--- src/rtl/rtc_pkg.sv ---
package rtc_pkg;
  localparam logic [7:0] IX_SEC  = 8'h00;
  localparam logic [7:0] IX_MIN  = 8'h02;
  localparam logic [7:0] IX_HOUR = 8'h04;
  localparam logic [7:0] IX_DOW  = 8'h06;
  localparam logic [7:0] IX_DOM  = 8'h07;
  localparam logic [7:0] IX_MON  = 8'h08;
  localparam logic [7:0] IX_YEAR = 8'h09;
  localparam logic [7:0] IX_CTLA = 8'h0A;
  localparam logic [7:0] IX_CTLB = 8'h0B;
  localparam logic [7:0] IX_CTLC = 8'h0C;
  localparam logic [7:0] IX_CTLD = 8'h0D;

  localparam int unsigned NUM_SLOTS = 7;
  localparam int unsigned SLOT_W    = 3;
  localparam logic [SLOT_W-1:0] SLOT_NONE = 3'd7;
  localparam logic [SLOT_W-1:0] SLOT_DOW  = 3'd3;

  localparam logic [6:0] CTLA_BASE   = 7'h26;
  localparam logic [7:0] CTLA_LEGAL  = 8'h26;
  localparam logic [7:0] CTLB_IMAGE  = 8'h46;
  localparam logic [7:0] CTLB_KEEP   = 8'hB7;
  localparam logic [7:0] CTLB_NEED   = 8'h06;
  localparam int unsigned CTLB_RUN_BIT = 6;

  // Map a register index onto a slot of the time bank.
  function automatic logic [SLOT_W-1:0] time_slot(input logic [7:0] ix);
    case (ix)
      IX_SEC:  time_slot = 3'd0;
      IX_MIN:  time_slot = 3'd1;
      IX_HOUR: time_slot = 3'd2;
      IX_DOW:  time_slot = 3'd3;
      IX_DOM:  time_slot = 3'd4;
      IX_MON:  time_slot = 3'd5;
      IX_YEAR: time_slot = 3'd6;
      default: time_slot = SLOT_NONE;
    endcase
  endfunction

  function automatic logic is_time_index(input logic [7:0] ix);
    return time_slot(ix) != SLOT_NONE;
  endfunction

  function automatic logic [7:0] ctla_image(input logic flag);
    return {flag, CTLA_BASE};
  endfunction

  function automatic logic ctlb_ok(input logic [7:0] v);
    return (v & CTLB_KEEP) == CTLB_NEED;
  endfunction

  function automatic logic [7:0] dow_image(input logic [7:0] stored);
    return stored + 8'd1;
  endfunction
endpackage

--- src/rtl/rtc_time_bank.sv ---
module rtc_time_bank
  import rtc_pkg::*;
#(
  parameter int unsigned W = 8
) (
  input  logic              clk,
  input  logic              rst_n,
  input  logic              wr_en,
  input  logic [SLOT_W-1:0] wr_slot,
  input  logic [W-1:0]      wdata,
  input  logic [SLOT_W-1:0] rd_slot,
  output logic [W-1:0]      rd_val
);
  logic [W-1:0] field_q [NUM_SLOTS];

  for (genvar s = 0; s < NUM_SLOTS; s++) begin : g_field
    always_ff @(posedge clk) begin
      if (!rst_n)
        field_q[s] <= '0;
      else if (wr_en && wr_slot == SLOT_W'(s))
        field_q[s] <= wdata;
    end
  end

  always_comb begin
    rd_val = '0;
    for (int s = 0; s < NUM_SLOTS; s++) begin
      if (rd_slot == SLOT_W'(s))
        rd_val = (rd_slot == SLOT_DOW) ? dow_image(field_q[s]) : field_q[s];
    end
  end
endmodule

--- src/rtl/rtc_ctrl_unit.sv ---
module rtc_ctrl_unit
  import rtc_pkg::*;
(
  input  logic       clk,
  input  logic       rst_n,
  input  logic       wr_en,
  input  logic       rd_en,
  input  logic [7:0] idx,
  input  logic [7:0] wdata,
  output logic       uip,
  output logic       bad_wr,
  output logic       start_req,
  output logic       stop_req
);
  logic legal_wr;
  logic b_write_ok;

  assign b_write_ok = wr_en && idx == IX_CTLB && ctlb_ok(wdata);
  assign start_req  = b_write_ok &&  wdata[CTLB_RUN_BIT];
  assign stop_req   = b_write_ok && !wdata[CTLB_RUN_BIT];

  always_comb begin
    if (is_time_index(idx))
      legal_wr = 1'b1;
    else if (idx == IX_CTLA)
      legal_wr = (wdata == CTLA_LEGAL);
    else if (idx == IX_CTLB)
      legal_wr = ctlb_ok(wdata);
    else
      legal_wr = 1'b0;
  end

  always_ff @(posedge clk) begin
    if (!rst_n) begin
      uip    <= 1'b0;
      bad_wr <= 1'b0;
    end else begin
      bad_wr <= wr_en && !legal_wr;
      if (rd_en && idx == IX_CTLA)
        uip <= !uip;
    end
  end
endmodule

--- src/rtl/rtc_periodic_gen.sv ---
module rtc_periodic_gen #(
  parameter int unsigned TICKS_PER_IRQ = 32,
  parameter bit          RUN_AT_RESET  = 1'b1
) (
  input  logic clk,
  input  logic rst_n,
  input  logic start,
  input  logic stop,
  input  logic tick,
  output logic run,
  output logic irq
);
  localparam int unsigned CW = (TICKS_PER_IRQ < 2) ? 1 : $clog2(TICKS_PER_IRQ);
  localparam logic [CW-1:0] LAST = CW'(TICKS_PER_IRQ - 1);

  logic [CW-1:0] cnt_q;

  always_ff @(posedge clk) begin
    if (!rst_n) begin
      run   <= RUN_AT_RESET;
      cnt_q <= '0;
      irq   <= 1'b0;
    end else begin
      irq <= 1'b0;
      if (stop) begin
        run   <= 1'b0;
        cnt_q <= '0;
      end else if (start && !run) begin
        run   <= 1'b1;
        cnt_q <= '0;
      end else if (run && tick) begin
        if (cnt_q == LAST) begin
          cnt_q <= '0;
          irq   <= 1'b1;
        end else begin
          cnt_q <= cnt_q + 1'b1;
        end
      end
    end
  end
endmodule

--- src/rtl/rtc_periodic_regs.sv ---
module rtc_periodic_regs
  import rtc_pkg::*;
#(
  parameter int unsigned TICKS_PER_IRQ = 32
) (
  input  logic       clk,
  input  logic       rst_n,
  input  logic       idx_wr,
  input  logic       dat_wr,
  input  logic       dat_rd,
  input  logic [7:0] wdata,
  input  logic       tick_in,
  output logic [7:0] rdata,
  output logic       irq,
  output logic       bad_wr
);
  logic [7:0]        cur_idx;
  logic [SLOT_W-1:0] cur_slot;
  logic [7:0]        bank_val;
  logic              uip_flag;
  logic              timer_run;
  logic              start_req;
  logic              stop_req;
  logic              time_wr;

  always_ff @(posedge clk) begin
    if (!rst_n)
      cur_idx <= '0;
    else if (idx_wr)
      cur_idx <= wdata;
  end

  assign cur_slot = time_slot(cur_idx);
  assign time_wr  = dat_wr && cur_slot != SLOT_NONE;

  rtc_time_bank #(.W(8)) u_bank (
    .clk     (clk),
    .rst_n   (rst_n),
    .wr_en   (time_wr),
    .wr_slot (cur_slot),
    .wdata   (wdata),
    .rd_slot (cur_slot),
    .rd_val  (bank_val)
  );

  rtc_ctrl_unit u_ctrl (
    .clk       (clk),
    .rst_n     (rst_n),
    .wr_en     (dat_wr),
    .rd_en     (dat_rd),
    .idx       (cur_idx),
    .wdata     (wdata),
    .uip       (uip_flag),
    .bad_wr    (bad_wr),
    .start_req (start_req),
    .stop_req  (stop_req)
  );

  rtc_periodic_gen #(.TICKS_PER_IRQ(TICKS_PER_IRQ), .RUN_AT_RESET(1'b1)) u_pgen (
    .clk   (clk),
    .rst_n (rst_n),
    .start (start_req),
    .stop  (stop_req),
    .tick  (tick_in),
    .run   (timer_run),
    .irq   (irq)
  );

  always_comb begin
    if (cur_slot != SLOT_NONE)
      rdata = bank_val;
    else if (cur_idx == IX_CTLA)
      rdata = ctla_image(uip_flag);
    else if (cur_idx == IX_CTLB)
      rdata = CTLB_IMAGE;
    else
      rdata = 8'h00;
  end
endmodule

--- config.mk ---
export PLATFORM = sky130hd
export DESIGN_NAME = rtc_periodic_regs
export DESIGN_NICKNAME = d
export VERILOG_FILES = /design/src/rtl/rtc_pkg.sv /design/src/rtl/rtc_time_bank.sv /design/src/rtl/rtc_ctrl_unit.sv /design/src/rtl/rtc_periodic_gen.sv /design/src/rtl/rtc_periodic_regs.sv
export SDC_FILE = /design/constraint.sdc
export NUM_CORES = 1
export LEC_CHECK = 0
export ABC_CLOCK_PERIOD_IN_PS = 2900
export BUFFER_PORTS_ARGS = -buffer_cell sky130_fd_sc_hd__buf_2
export CAP_MARGIN = 10
export CORE_MARGIN = 5
export CORE_UTILIZATION = 50
export CTS_CLUSTER_DIAMETER = 40
export DETAILED_ROUTE_END_ITERATION = 12
export PLACE_DENSITY = 0.68
export SETUP_SLACK_MARGIN = 0.15
export SYNTH_ARGS = -nofsm -noshare
export SYNTH_HDL_FRONTEND = slang
export SYNTH_SLANG_ARGS = --single-unit
--- constraint.sdc ---
create_clock -name clk -period 2.9 [get_ports clk]
set_clock_uncertainty 0.1 [all_clocks]
set_input_delay 0.725 -clock clk [delete_from_list [all_inputs] [get_ports clk]]
set_output_delay 0.725 -clock clk [all_outputs]
set_load 0.05 [all_outputs]
# Yosys cells after proc, flatten, opt, wreduce, memory -nomap -nowiden
# Memories as Yosys holds them, arrays and structs flattened.
# Cells that the tools add are included.
# totals
ff_bits,17
ramBits,56
in_bits,14
word_cells,114
memories,1
# classes
addsub,5
eq_ne,18
n_mux,50
bitwise,9
n_reduce_logical,25
# memory_table
name,depth,word_bits,rd,rd_clocked_by_memory_dff,wr,line_no,source
u_bank.field_q,7,8,7,0,7,rtc_time_bank.sv:14,logic [W-1:0] field_q [NUM_SLOTS];
# ops
cell,count
$mux W8,19
$add A8 B1 Y8 const B,4
$eq A8 B4 Y1 const B,4
$mux W1,28
$eq A8 B3 Y1 const B,3
$pmux W3 S7,1
$logic_and A1 B1 Y1,16
$eq A3 B3 Y1 const B,3
$eq A8 B2 Y1 const B,1
$eq A8 B6 Y1 const B,1
$logic_not A8 Y1,1
$mux W7,1
$or A1 B1 Y1,7
$eq A3 B2 Y1 const B,2
$eq A6 B3 Y1 const B,1
$add A5 B1 Y5 const B,1
$eq A5 B5 Y1 const B,1
$mux W5,1
$logic_not A1 Y1,4
$reduce_or A4 Y1,1
$eq A3 B1 Y1 const B,1
$logic_not A3 Y1,1
$ne A3 B3 Y1 const B,1
$reduce_or A3 Y1,1
other kinds (2),3

# Longest topological paths before layout
# depth
ltp_word,11
depth_mapped,7

# Cells and area by module
# From an unflattened synthesis, not the netlist that was laid out.
# unflattened
cells_unflattened,350
area_unflattened_um2,3878.7
# by_module_without_submodules
mod,n_inst,cells_each,area_per_inst_um2
rtc_time_bank,1,220,2792.7
rtc_periodic_regs,1,71,569.3
rtc_periodic_gen,1,35,314.1
rtc_ctrl_unit,1,24,202.7

# Worst setup path after synthesis
# Ideal clock, no wire load.
# synth_timing
kind,reg2out
from,register cur_idx[6]
to,output rdata[0]
arrival_ps,2608
slack_ps,-533
stages_incl_launch_ff,6
n_path_buf,1
cell_sequence,dfxtp_1 -> or4_4 -> buf_6 -> nor3_4 -> o21ai_0 -> a221oi_1
# synth_via
elab_chain_cells,11
# synth_rtl
element,line_no,source
from (decl),rtc_periodic_regs.sv:17,logic [7:0] cur_idx;
from (signal assigned),rtc_periodic_regs.sv:30,cur_idx <= wdata;
$eq A8 B4 Y1 (tied with other cells),rtc_pkg.sv:28,case (ix)
$pmux W3 S7,rtc_pkg.sv:28,
$logic_not A3 Y1,rtc_time_bank.sv:28,if (rd_slot == SLOT_W'(s))
$mux W8 (7 in a row),rtc_time_bank.sv:28,
$mux W8 *,rtc_periodic_regs.sv:70,if (cur_slot != SLOT_NONE)
to (decl),rtc_periodic_regs.sv:13,"output logic [7:0] rdata,"
# Mark *: on every way between the ends. The rest lies on a longest branch, timed or not.

# Final worst setup path
# layout_timing
from,register cur_idx[6]
to,output rdata[4]
# Same word-level chain as after synthesis.

==> flow_metrics.py <==
metrics = {
    "layout": {
        "syn_to_final_growth_pct": 22.5,
        "stdcell_count": 486,
        "diodes": 0,
        "fin_area_mm2": 0.00453,
        "final_util": 0.628,
        "fill_cells": 625,
        "layout-drive-gt1-share": 0.271,
        "final_nets": 399,
    },
    "route": {
        "postRouteAntennaNets": 0,
        "drc": 0,
        "drt_iter0_drc": 283,
        "drt_wl_total_mm": 9.66,
        "first_pass_iters": 5,
        "via_count": 2783,
        "via_per_inst": 5.73,
        "post_drt_wl_per_cell_um": 19.9,
    },
    "place": {
        "gp_congestion": 0.934,
        "dp_hpwl_mm": 6.62,
        "port-buffer-count": 23,
        "dpl_cell_area_mm2": 0.00416,
        "place_inst": 466,
    },
    "min_path": {
        "hold_path.class": "reg2reg",
    },
    "worst_setup_path": {
        "cp.arrival_ps": 2310,
        "crit_path_end_kind": "primary output",
        "critPathKind": "reg2out",
        "cp_slowest_cell": "or4_4",
        "crit_path_start_kind": "flip-flop",
        "crit_path_cell_trace": "or4_4 > or3_4 > o31a_1 > a32oi_4 > buf_6",
        "slowest_delay_ps": 620,
        "required_ps": 2080,
        "cp_max_fo": 5,
    },
    "power": {
        "power_density_mw_per_mm2": 525,
        "vdd_ir_drop_max_v": 0.000288,
        "power.internal_w": 0.00173,
        "seqPwrFrac": 0.503,
        "power.switching_w": 0.000646,
        "p_leak_nw": 1.71,
        "switching_share": 0.272,
        "clockPowerShare": 0.337,
        "p_comb_frac": 0.160,
    },
    "global_route": {
        "grt_pass1_wl_mm": 15.2,
        "groute.usage.overall": 0.233,
        "grt_pass1_vias": 2692,
        "antenna_found_initial": 0,
        "grt.overflow.total": 0,
        "grt_max_degree": 19,
    },
    "run_status": {
        "status": "finished, violations left",
        "violations": "negative setup slack",
    },
    "timing": {
        "grt_setup_unrepaired": "true",
        "worst_slack_ps": -233,
        "max-slew-margin-rel": 0.641,
        "worst_slew_pin_slew_ps": 538,
        "max_freq_mhz": 319,
        "fin_crit_ps": 3130,
        "final_hold_viol_count": 0,
        "period_share": 1.08,
        "hold_slack_ps": 389,
        "setup_viol": 8,
        "final_max_slew_viol_count": 0,
    },
    "synth": {
        "yosysSeqAreaShare": 0.547,
        "synth.top_cell.area_share": 0.455,
        "synthFlopType": "edfxtp_1",
        "synthMuxAreaShare": 0.0518,
        "yosys.area_share.simple": 0.244,
        "yosysWarnings": 0,
        "syn_area_mm2": 0.00370,
        "synth_top_family_by_area": "simple AND/OR/NAND/NOR gates",
        "synth_compound_area_frac": 0.105,
        "synth_cell_types": 53,
        "postSynthCellCount": 331,
        "synth-xor-area-share": 0.0166,
        "syn-num-nets": 348,
        "synth.largest_area_cell": "edfxtp_1",
        "synthArstFlopShare": 0,
        "synth-adder-area-share": 0.0101,
        "synth.avg_cell_area_um2": 11.2,
        "synth_edf_count": 56,
        "ys_ff_latch": 73,
        "synth.area.top_cells": "edfxtp_1 (45%), and2_1 (10%), dfxtp_1 (9.2%)",
    },
    "clock_network": {
        "cts_hold_buf": 0,
        "clkLatencyLatePin_ps": 350,
        "clockRootBuffer": "clkbuf_8",
        "cts_tree": "yes",
        "htree_levels": 3,
        "cts_sinks": 73,
        "cts_buffer_depth": 2,
        "cts_buffers": 9,
        "clkSlewWorstSetupHoldPaths_ps": 80,
    },
    "floorplan": {
        "num_rows": 31,
        "dieArea_mm2": 0.00922,
        "die_w_um": 96.0,
        "dieHeight_um": 96.0,
        "pin_count": 24,
        "core_area_mm2": 0.00721,
        "start_util": 0.513,
    },
    "flow_run": {
        "drv_cap": 0,
    },
}
-- cells in the mapped netlist (6+ instances only) --
cell type / instances
and2_1: 62
dfxtp_1: 17
a21oi_1: 10
mux2i_1: 18
clkbuf_1: 12
nor2b_1: 9
inv_1: 6
nand3_1: 12
nor2_1: 16
o21ai_0: 19
edfxtp_1: 56
nand2_1: 17
-- flip-flops by register name (all words and copies together) (netlist names) --
register,cells
u_bank.field_q,56
cur_idx,8
u_pgen.cnt_q,5
u_ctrl.bad_wr,1
u_ctrl.uip,1
u_pgen.irq,1
u_pgen.run,1
-- placed cells by master, fill, tap and decap left out, types with 4 or more instances in the layout --
cell type	count
mux2i_1	18
buf_2	15
a31oi_1	4
o21ai_0	16
buf_4	31
edfxtp_1	56
nand3_1	12
and2_1	62
nor2_1	14
dfxtp_1	13
a21oi_1	8
xor2_1	4
nor3_1	4
inv_1	6
clkbuf_8	10
nand2_1	16
buf_6	9
and3_1	4
dfxtp_2	4
nor2b_1	9
-- stage by stage --
| step | total power, W | TNS (ps) | setup WS (ps) |
|---|---|---|---|
| finish | 0.00238 | -1290 | -233 |
| global placement | 0.00154 | 0 | 33.4 |
| detailed placement | 0.00155 | 0 | 21.9 |
| floorplan | 0.00142 | -50.4 | -44.3 |
| global route | 0.00246 | -1850 | -287 |
| CTS | 0.00236 | -1390 | -223 |
-- worst paths after layout --
check                                startpoint              endpoint  slack, ps  depth (start not counted)
worst max-delay path                 cur_idx[6]              rdata[4]       -230                          5
worst min-delay path            u_pgen.cnt_q[4]       u_pgen.cnt_q[4]        390                          2
worst max register to register       cur_idx[6]  u_bank.field_q[0][4]        520                          5
worst min register to register  u_pgen.cnt_q[4]       u_pgen.cnt_q[4]        390                          2
-- logic make-up (layout without fill, tap and decap cells) --
kind of cell / Yosys count / after routing
simple gates: 146 / 147
flops: 73 / 73
compound gates: 60 / 60
buf+inv: 23 / 78
mux: 19 / 19
xor+xnor: 7 / 7
fa+ha+maj: 3 / 3
-- critical path, delay by kind of cell (launching register included) --
family                 cells  cell delay, ps
AND/OR/NAND/NOR            2             990
AO/OA/AOI/OAI              2             450
flip-flops                 1             330
buffers and inverters      1             180
-- timing repair --
item,4_1_cts,5_1_grt
gates cloned,1,0
pin swaps,2,6
buffers inserted,1,2
hold endpoints to repair,0,0
resized for setup,24,19
setup endpoints to repair,8,8
-- layout make-up --
| cell class | instances | area, µm² | share of cell area |
|---|---|---|---|
| flip-flops and latches | 73 | 2030 | 0.447 |
| multi-input cells | 236 | 1740 | 0.383 |
| well taps | 99 | 124 | 0.0273 |
| repair buffers | 56 | 424 | 0.0936 |
| clock buffers | 11 | 141 | 0.0312 |
| clock inverters | 5 | 55.1 | 0.0122 |
| inverters | 6 | 22.5 | 0.00497 |
-- per-layer routing --
layer / share of wire / GRT usage / up-vias
met5: 0 / 0 / -
met4: 0.027 / 0.0853 / 0
met3: 0.080 / 0.0743 / 28
met2: 0.47 / 0.345 / 105
met1: 0.43 / 0.319 / 1334
li1: - / - / 1316
-- power by group through the flow --
| stage | combinational, W | clock, W | sequential, W |
|---|---|---|---|
| detailed placement | 0.000331 | 0 | 0.00122 |
| global route | 0.000406 | 0.000856 | 0.00120 |
| finish | 0.000380 | 0.000802 | 0.00120 |
| CTS | 0.000352 | 0.000812 | 0.00119 |
| global placement | 0.000329 | 0 | 0.00121 |
| floorplan | 0.000211 | 0 | 0.00121 |
Note: power is estimated with default switching activity, not from simulation.
